==> config.mk <==
export PLATFORM = sky130hd
export DESIGN_NAME = snoop_coherence_fabric
export DESIGN_NICKNAME = d
export VERILOG_FILES = /design/src/rtl/snoop_coh_pkg.sv /design/src/rtl/snoop_l1_cache.sv /design/src/rtl/snoop_bus_arbiter.sv /design/src/rtl/snoop_bus_mux.sv /design/src/rtl/snoop_coherence_fabric.sv
export SDC_FILE = /design/constraint.sdc
export NUM_CORES = 1
export LEC_CHECK = 0
export BUFFER_PORTS_ARGS = -buffer_cell sky130_fd_sc_hd__buf_2
export CORE_MARGIN = 3
export CORE_UTILIZATION = 35
export CTS_CLUSTER_DIAMETER = 40
export DETAILED_ROUTE_END_ITERATION = 12
export SLEW_MARGIN = 20
export SYNTH_ARGS = -nofsm -noshare
export SYNTH_HDL_FRONTEND = slang
export SYNTH_SLANG_ARGS = --single-unit
==> constraint.sdc <==
create_clock -name clk -period 12 [get_ports clk]
set_input_delay 0 -clock clk [delete_from_list [all_inputs] [get_ports clk]]
set_output_delay 0 -clock clk [all_outputs]
set_load 0.05 [all_outputs]
==> src/rtl/snoop_coh_pkg.sv <==
package snoop_coh_pkg;

    localparam int DATA_W = 32;
    localparam int ADDR_W = 16;
    localparam int SRC_W  = 4;

    typedef enum logic [1:0] {
        OP_IDLE  = 2'd0,
        OP_READ  = 2'd1,
        OP_WRITE = 2'd2
    } bus_op_e;

    typedef struct packed {
        bus_op_e             op;
        logic [ADDR_W-1:0]   addr;
        logic [DATA_W-1:0]   data;
        logic [SRC_W-1:0]    src;
    } bus_txn_t;

    function automatic logic [SRC_W-1:0] src_id(input int idx);
        return SRC_W'(idx);
    endfunction

endpackage

==> src/rtl/snoop_l1_cache.sv <==
module snoop_l1_cache
    import snoop_coh_pkg::*;
#(
    parameter int CACHE_ID  = 0,
    parameter int NUM_LINES = 8
) (
    input  logic              clk,
    input  logic              rst,
    input  logic              core_req,
    input  logic              core_we,
    input  logic [ADDR_W-1:0] core_addr,
    input  logic [DATA_W-1:0] core_wdata,
    output logic [DATA_W-1:0] core_rdata,
    output logic              core_busy,
    output logic              bus_req,
    output bus_txn_t          req_txn,
    input  logic              bus_grant,
    input  bus_txn_t          bus_txn,
    input  logic [DATA_W-1:0] bus_rdata
);

    localparam int IDX_W = $clog2(NUM_LINES);
    localparam int TAG_W = ADDR_W - IDX_W;

    typedef struct packed {
        logic             valid;
        logic [TAG_W-1:0] tag;
        logic [DATA_W-1:0] data;
    } line_t;

    line_t lines [NUM_LINES];

    logic [IDX_W-1:0] c_idx, b_idx;
    logic [TAG_W-1:0] c_tag, b_tag;
    line_t            c_line, b_line;
    logic             local_hit, foreign_write, snoop_clash, own_txn, done;

    assign c_idx  = core_addr[IDX_W-1:0];
    assign c_tag  = core_addr[ADDR_W-1:IDX_W];
    assign b_idx  = bus_txn.addr[IDX_W-1:0];
    assign b_tag  = bus_txn.addr[ADDR_W-1:IDX_W];
    assign c_line = lines[c_idx];
    assign b_line = lines[b_idx];

    assign local_hit     = c_line.valid && (c_line.tag == c_tag);
    assign own_txn       = (bus_txn.op != OP_IDLE) && (bus_txn.src == src_id(CACHE_ID));
    assign foreign_write = (bus_txn.op == OP_WRITE) && (bus_txn.src != src_id(CACHE_ID));
    // a peer store to this line slot takes precedence over a local hit
    assign snoop_clash   = foreign_write && (b_idx == c_idx);

    assign bus_req   = core_req && (core_we || !local_hit);
    assign done      = core_req && (core_we ? bus_grant : (local_hit && !snoop_clash));
    assign core_busy = core_req && !done;
    assign core_rdata = c_line.data;

    always_comb begin
        req_txn.op   = core_we ? OP_WRITE : OP_READ;
        req_txn.addr = core_addr;
        req_txn.data = core_wdata;
        req_txn.src  = src_id(CACHE_ID);
    end

    always_ff @(posedge clk) begin
        if (rst) begin
            for (int i = 0; i < NUM_LINES; i++) begin
                lines[i] <= '0;
            end
        end else if (own_txn) begin
            // fill on read, write-through update on store
            lines[b_idx].valid <= 1'b1;
            lines[b_idx].tag   <= b_tag;
            lines[b_idx].data  <= (bus_txn.op == OP_READ) ? bus_rdata : bus_txn.data;
        end else if (foreign_write && b_line.valid && (b_line.tag == b_tag)) begin
            lines[b_idx].valid <= 1'b0;
        end
    end

endmodule

==> src/rtl/snoop_bus_arbiter.sv <==
module snoop_bus_arbiter #(
    parameter int N = 2
) (
    input  logic         clk,
    input  logic         rst,
    input  logic [N-1:0] req,
    output logic [N-1:0] grant
);

    localparam int PTR_W = (N > 1) ? $clog2(N) : 1;

    logic [PTR_W-1:0] ptr, ptr_next;

    always_comb begin
        logic found;
        int   cand;
        grant    = '0;
        found    = 1'b0;
        ptr_next = ptr;
        for (int k = 0; k < N; k++) begin
            cand = int'(ptr) + k;
            if (cand >= N) cand = cand - N;
            if (!found && req[cand]) begin
                grant[cand] = 1'b1;
                found       = 1'b1;
                ptr_next    = PTR_W'((cand + 1) % N);
            end
        end
    end

    always_ff @(posedge clk) begin
        if (rst) ptr <= '0;
        else     ptr <= ptr_next;
    end

endmodule

==> src/rtl/snoop_bus_mux.sv <==
module snoop_bus_mux
    import snoop_coh_pkg::*;
#(
    parameter int N = 2
) (
    input  bus_txn_t [N-1:0] txns,
    input  logic     [N-1:0] grant,
    output bus_txn_t         bus
);

    always_comb begin
        bus = '0;
        for (int k = 0; k < N; k++) begin
            if (grant[k]) bus = txns[k];
        end
    end

endmodule

==> src/rtl/snoop_coherence_fabric.sv <==
module snoop_coherence_fabric
    import snoop_coh_pkg::*;
#(
    parameter int NUM_CACHES = 2,
    parameter int NUM_LINES  = 8
) (
    input  logic                         clk,
    input  logic                         rst,
    input  logic [NUM_CACHES-1:0]        core_req,
    input  logic [NUM_CACHES-1:0]        core_we,
    input  logic [NUM_CACHES*ADDR_W-1:0] core_addr,
    input  logic [NUM_CACHES*DATA_W-1:0] core_wdata,
    output logic [NUM_CACHES*DATA_W-1:0] core_rdata,
    output logic [NUM_CACHES-1:0]        core_busy,
    output logic                         mem_valid,
    output logic                         mem_write,
    output logic [ADDR_W-1:0]            mem_addr,
    output logic [DATA_W-1:0]            mem_wdata,
    input  logic [DATA_W-1:0]            mem_rdata
);

    logic     [NUM_CACHES-1:0] bus_req;
    logic     [NUM_CACHES-1:0] grant;
    bus_txn_t [NUM_CACHES-1:0] req_txn;
    bus_txn_t                  bus_txn;

    for (genvar g = 0; g < NUM_CACHES; g++) begin : g_cache
        snoop_l1_cache #(
            .CACHE_ID  (g),
            .NUM_LINES (NUM_LINES)
        ) u_cache (
            .clk        (clk),
            .rst        (rst),
            .core_req   (core_req[g]),
            .core_we    (core_we[g]),
            .core_addr  (core_addr[g*ADDR_W +: ADDR_W]),
            .core_wdata (core_wdata[g*DATA_W +: DATA_W]),
            .core_rdata (core_rdata[g*DATA_W +: DATA_W]),
            .core_busy  (core_busy[g]),
            .bus_req    (bus_req[g]),
            .req_txn    (req_txn[g]),
            .bus_grant  (grant[g]),
            .bus_txn    (bus_txn),
            .bus_rdata  (mem_rdata)
        );
    end

    snoop_bus_arbiter #(.N(NUM_CACHES)) u_arb (
        .clk   (clk),
        .rst   (rst),
        .req   (bus_req),
        .grant (grant)
    );

    snoop_bus_mux #(.N(NUM_CACHES)) u_mux (
        .txns  (req_txn),
        .grant (grant),
        .bus   (bus_txn)
    );

    assign mem_valid = (bus_txn.op != OP_IDLE);
    assign mem_write = (bus_txn.op == OP_WRITE);
    assign mem_addr  = bus_txn.addr;
    assign mem_wdata = bus_txn.data;

endmodule

==> results of run 1 <==
## sequential cells by signal (all words and copies together) (netlist names)
name,cells
g_cache.u_cache.lines,736
u_arb.ptr,1
## cells by family after synthesis
logic type	share of synthesized area [%]
buffers and inverters	3.14
AO/OA/AOI/OAI	4.86
AND/OR/NAND/NOR	11.8
flip-flops	63.2
XOR/XNOR	0.876
multiplexers	16.1
## report_power, final
group / internal [mW] / switching, mW
Combinational: 0.293 / 0.646
Sequential: 2.95 / 0.0458
Clock: 1.87 / 1.20
Total: 5.11 / 1.89
## worst paths after layout
check | startpoint | to | slack (ns) | depth (start not counted)
setup reg to reg | g_cache[1].u_cache.lines[3][43]$_SDFFCE_PN0P_ | g_cache[0].u_cache.lines[4][24]$_SDFFCE_PN0P_ | 4.96 | 16
setup / recovery | g_cache[1].u_cache.lines[3][43]$_SDFFCE_PN0P_ | g_cache[0].u_cache.lines[4][24]$_SDFFCE_PN0P_ | 4.96 | 16
hold reg to reg | u_arb.ptr$_SDFFE_PP0P_ | u_arb.ptr$_SDFFE_PP0P_ | 0.51 | 2
hold / removal | core_wdata[2] | g_cache[0].u_cache.lines[5][2]$_SDFFCE_PN0P_ | 0.03 | 4
## repair_timing
item | in CTS | in global routing
setup endpoints to repair | 0 | 0
hold buffers | 38 | 0
hold endpoints to repair | 533 | 0
buffers inserted | 0 | 0
## cell type report
cell class | count | area, um^2 | share of cell area [%]
multi-input combinational | 1623 | 11900 | 28.7
clock inverter | 77 | 855 | 2.05
inverter | 39 | 149 | 0.358
tap | 1287 | 1610 | 3.87
timing repair buffer | 373 | 2310 | 5.55
clock buffer | 115 | 2670 | 6.40
sequential | 737 | 22100 | 53.1
## worst register-to-register path: stages (launching register included)
cell and delay, ns:
edfxtp_1 0.44, mux4_2 0.49, mux2i_1 0.34, xnor2_1 0.12, or4_4 0.50, nor4_4 0.27, a21bo_1 0.21, nand3_1 0.14
and2_4 0.38, inv_2 0.08, buf_4 0.65, nand2_1 0.59, nor2_1 0.53, nand2_2 0.68, inv_1 0.22, or2_2 0.56
buf_4 0.49
## layout by cell type (no fill, tap or decap), drive strengths merged, types with 5 or more instances in the layout
cell type / instances
bufinv: 11
a21o: 15
nor2b: 5
mux4: 154
nor2: 745
buf: 335
dlygate4sd3: 38
nand2: 153
a211oi: 5
mux2i: 83
mux2: 118
o21ai: 24
a22oi: 15
inv: 55
nor3: 21
edfxtp: 736
o22a: 5
nand4: 12
xnor2: 30
clkinvlp: 13
nand3: 27
clkinv: 37
or2: 12
a221oi: 11
a22o: 38
clkbuf: 115
xor2: 5
or3: 10
o2111ai: 5
a21boi: 5
nand2b: 10
o221ai: 15
o22ai: 40
o21a: 7
## per-layer routing
layer	share of wire [%]	wire length, um
met1	42	45800
met2	47	51300
met3	9.0	9910
met4	2.7	2930
met5	0.010	11
## stage by stage
step | power [mW] | utilization, % | area (um^2) | hold slack, ns
floorplan | 3.63 | - | 35000 | 0.241
global placement | 3.97 | 38.2 | 37700 | 0.460
detailed placement | 3.98 | 38.2 | 37700 | 0.459
CTS | 7.04 | 42.1 | 41600 | 0.00937
global route | 7.22 | 42.2 | 41600 | 0.0577
finish | 7.00 | 42.2 | 41600 | 0.0284
==> results.py, run 1 <==
metrics = {
    "synth": {
        "synthArstFlopShare_pct": 0,
        "synth_nets": 2753,
        "synthTopCellsByArea": "edfxtp_1, mux4_2, nor2_1, mux2_2, mux2i_1",
        "synth-main-ff-cell": "edfxtp_1",
        "yosysMostFrequentCell": "nor2_1",
        "synth_top_area_share_pct": 63.2,
        "synth_warnings": 0,
        "synth_area_mm2": 0.0350,
        "ys_ff_latch": 737,
        "synthTopCellsByCount": "nor2_1, edfxtp_1, mux4_2, nand2_1, clkbuf_1",
        "yosysTopAreaCell": "edfxtp_1",
        "synth_edf_count": 736,
        "synth.avg_cell_area_um2": 13.4,
        "seq_area_frac_synth_pct": 63.2,
        "synthCells": 2619,
        "synth.distinct_cells": 77,
    },
    "route": {
        "drtAntennaViolNets": 0,
        "drcViolationCount": 0,
        "wirelength_um": 110000,
        "drtIter0Drc": 2391,
        "drt_first_pass_iters": 6,
        "num_vias": 23439,
        "vias_per_cell": 5.51,
        "post_drt_wl_per_cell_um": 25.9,
    },
    "grt": {
        "grt_overflow": 0,
        "met3_usage_pct": 3.97,
        "grtUsageMet1_pct": 29.5,
        "antenna_found_initial": 4,
        "grtUsageTotal_pct": 20.9,
        "grt_pass1_wl_um": 161000,
        "grt_use_met2_pct": 33.2,
        "grt_start_max_net_pins": 75,
        "grt_pass1_vias": 23133,
        "grt_busiest_layer": "met2",
    },
    "sta": {
        "slew-limit-headroom_pct": 25.9,
        "worst-slew-pin-transition_ns": 1.11,
        "finalCritPeriodShare_pct": 58.7,
        "layout_setup_ws_ns": 4.96,
        "slew_viol_final": 0,
        "final-hold-violation-count": 0,
        "grt_setup_unrepaired": "false",
        "fmax_ghz": 0.142,
        "fin_crit_ns": 7.04,
        "fin_tns_setup_ns": 0,
        "setup_viol": 0,
        "skew_ns": 0.0212,
    },
    "worst_setup_path": {
        "worstPathCellList": "mux4_2 -> mux2i_1 -> xnor2_1 -> or4_4 -> nor4_4 -> a21bo_1 -> nand3_1 -> and2_4 -> inv_2 -> buf_4 -> nand2_1 -> nor2_1 -> nand2_2 -> inv_1 -> or2_2 -> buf_4",
        "crit_fanout": 56,
        "end_kind": "flip-flop",
        "cp_top_family": "simple AND/OR/NAND/NOR gates",
        "slowest_stage": "nand2_2",
        "cp.required_ns": 12.31,
        "cp.arrival_ns": 7.36,
        "worstPathBufferInverterCount": 4,
        "path_common_cell": "buf_4",
        "worstSetupPathType": "reg -> reg",
        "startpoint_type": "flip-flop",
        "slowest_delay_ns": 0.68,
    },
    "pwr": {
        "total_leakage_power_nw": 15.6,
        "vdd_drop_max_mv": 0.101,
        "p_per_area_mw_per_mm2": 168,
    },
    "floorplan": {
        "num_rows": 115,
        "dieArea_mm2": 0.104,
        "start_util_pct": 35.4,
        "num_io_pins": 250,
        "die_height_um": 322,
        "die_w_um": 322,
        "coreArea_mm2": 0.0987,
    },
    "worst_hold_path": {
        "min_path_type": "in -> reg",
    },
    "cells_and_area": {
        "antenna_cells": 0,
        "synthToLayoutAreaGrowth_pct": 19.0,
        "final.fill_count": 9035,
        "stdcell_count": 4251,
        "drive_gt1_share_pct": 28.6,
        "fin_nets": 3010,
    },
    "job": {
        "max_cap_violations": 0,
    },
    "run_status": {
        "outcome": "finished clean",
    },
    "cts": {
        "root_buffer": "clkbuf_16",
        "cts_max_path_buffers": 3,
        "cts.repair.resized": 0,
        "cts.clk_slew.worst_paths_ns": 0.06,
        "cts_tree": "yes",
        "insertion_delay_ns": 0.66,
        "numClockSinks": 737,
        "htree_levels": 3,
        "cts_made_buffers": 102,
    },
    "placement": {
        "place_ws_ns": 4.62,
        "routabilityCongestion": 0.904,
        "port_buffers": 249,
        "hpwl_um": 67100,
        "placedCellCount": 4020,
    },
}
(Power assumes the default switching activity.)
==> inputs of run 2 (changes only) <==
- clock period: 12 -> 6.9 ns (I/O delays scaled with it)
==> run 2 against run 1 <==
  * Register-to-register slack got worse by 4.1 ns
  * Combinational power rose by 77%
  * First-iteration DRC count rose by 19%
  * Sequential power rose by 74%
  * Total power rose by 75%
  * Sequential cell count did not move
  * Final cell count rose by 0.71%
  * Worst hold slack got worse by 0.0047 ns
  * Critical endpoint is now g_cache[1].u_cache.lines[7][45]$_SDFFCE_PN0P_
  * Highest routed layer unchanged
==> results.py, run 2 (synthesis results as in run 1) <==
metrics = {
    "run_status": {
        "outcome": "finished clean",
    },
    "cells_and_area": {
        "final_area_mm2": 0.0421,
        "antenna_cells": 0,
        "ff_latch_area_mm2": 0.0221,
        "synthToLayoutAreaGrowth_pct": 20.3,
        "largestRegisters": "g_cache.u_cache.lines: 736 flops, u_arb.ptr: 1 flops",
        "final_cell_mix": "nor2_1, edfxtp_1, buf_2",
        "drive_gt1_share_pct": 28.8,
        "final.fill_count": 8975,
        "multi_input_area_mm2": 0.0119,
        "largest_reg_flops": 736,
        "stdcell_count": 4281,
        "regMostFlops": "g_cache.u_cache.lines",
        "mostFrequentLayoutCell": "nor2_1",
        "fin_nets": 3043,
    },
    "grt": {
        "grtUsageTotal_pct": 21.1,
        "grt_overflow": 0,
        "grt_pass1_vias": 23614,
        "grt_pass1_wl_um": 161000,
        "antenna_found_initial": 3,
        "grt_start_max_net_pins": 65,
    },
    "route": {
        "drcViolationCount": 0,
        "num_vias": 23741,
        "wirelength_um": 111000,
        "drtAntennaViolNets": 0,
        "post_drt_wl_per_cell_um": 25.9,
        "vias_per_cell": 5.55,
        "drtIter0Drc": 2845,
        "drt_first_pass_iters": 7,
    },
    "sta": {
        "fin_crit_ns": 6.08,
        "slew-limit-headroom_pct": 24.6,
        "slew_viol_final": 0,
        "setup_viol": 0,
        "worst-slew-pin-transition_ns": 1.11,
        "final-hold-violation-count": 0,
        "finalCritPeriodShare_pct": 88.1,
        "fmax_ghz": 0.165,
        "layout_setup_ws_ns": 0.824,
        "grt_setup_unrepaired": "false",
        "fin_tns_setup_ns": 0,
        "skew_ns": 0.0357,
    },
    "placement": {
        "hpwl_um": 67300,
        "placed_area_mm2": 0.0380,
        "place_ws_ns": 0.808,
        "placedCellCount": 4041,
        "port_buffers": 249,
        "routabilityCongestion": 0.928,
    },
    "cts": {
        "cts.repair.resized": 0,
        "insertion_delay_ns": 0.67,
        "htree_levels": 3,
        "cts_made_buffers": 101,
        "cts_setup_buffers": 0,
        "cts_hold_buf": 51,
        "cts.clk_slew.worst_paths_ns": 0.06,
        "numClockSinks": 737,
        "cts_max_path_buffers": 3,
        "cts_tree": "yes",
        "root_buffer": "clkbuf_16",
    },
    "floorplan": {
        "die_w_um": 322,
        "start_util_pct": 35.4,
        "num_rows": 115,
        "dieArea_mm2": 0.104,
        "num_io_pins": 250,
        "die_height_um": 322,
        "coreArea_mm2": 0.0987,
    },
    "worst_hold_path": {
        "min_path_type": "in -> reg",
    },
    "worst_setup_path": {
        "crit_fanout": 52,
        "worstSetupPathType": "reg -> reg",
        "cp.arrival_ns": 6.45,
        "cp.required_ns": 7.28,
        "startpoint_type": "flip-flop",
        "end_kind": "flip-flop",
    },
    "pwr": {
        "totalPowerFinal_mw": 12.2,
        "vdd_drop_max_mv": 0.185,
        "p_per_area_mw_per_mm2": 291,
        "total_leakage_power_nw": 15.8,
    },
    "job": {
        "max_cap_violations": 0,
    },
}
-- run 2: layout make-up --
type	count	share of cell area (%)
flip-flops and latches	737	52.6
clock inverters	73	2.12
multi-input cells	1623	28.3
well taps	1287	3.83
clock buffers	115	6.23
repair buffers	407	6.57
inverters	39	0.354
-- run 2: critical path, stage by stage, from the launching register on --
cell and delay [ns]:
edfxtp_1 0.42, mux4_2 0.48, mux2i_1 0.32, xnor2_1 0.11, or4_4 0.49, nor4_4 0.26
a21boi_2 0.23, nor3_4 0.49, nor2_8 0.13, inv_4 0.57, buf_4 0.35, mux2_2 0.36
o22ai_1 0.21, o21a_1 0.17, o211ai_1 0.09, nor4_1 0.40, and4_1 0.48, a31o_2 0.21
-- run 2: final timing paths --
kind	end	slack, ns	depth (start not counted)	from
setup reg to reg	g_cache[1].u_cache.lines[7][45]$_SDFFCE_PN0P_	0.82	17	g_cache[1].u_cache.lines[6][43]$_SDFFCE_PN0P_
hold / removal	g_cache[0].u_cache.lines[7][27]$_SDFFCE_PN0P_	0.02	4	core_wdata[27]
hold reg to reg	u_arb.ptr$_SDFFE_PP0P_	0.53	2	u_arb.ptr$_SDFFE_PP0P_
setup / recovery	g_cache[1].u_cache.lines[7][45]$_SDFFCE_PN0P_	0.82	17	g_cache[1].u_cache.lines[6][43]$_SDFFCE_PN0P_
-- run 2: through the flow --
| step | hold WS, ns | utilization, % |
|---|---|---|
| floorplan | 0.241 | - |
| global placement | 0.459 | 38.5 |
| detailed placement | 0.461 | 38.5 |
| CTS | 0.00228 | 42.6 |
| global route | 0.0282 | 42.6 |
| finish | 0.0237 | 42.6 |
-- run 2: power breakdown --
group	total, mW	leakage [nW]	internal (mW)	switching [mW]
Clock	5.39	1.70	3.30	2.08
Combinational	1.66	6.41	0.537	1.13
Sequential	5.20	7.69	5.13	0.0711
-- run 2: metal layers --
layer / up-vias / GRT usage (%) / wire, um
li1: 10293 / - / -
met1: 11927 / 28.1 / 44100
met2: 1299 / 33.9 / 52300
met3: 220 / 5.50 / 11100
met4: 2 / 6.81 / 3440
met5: - / 0 / 13
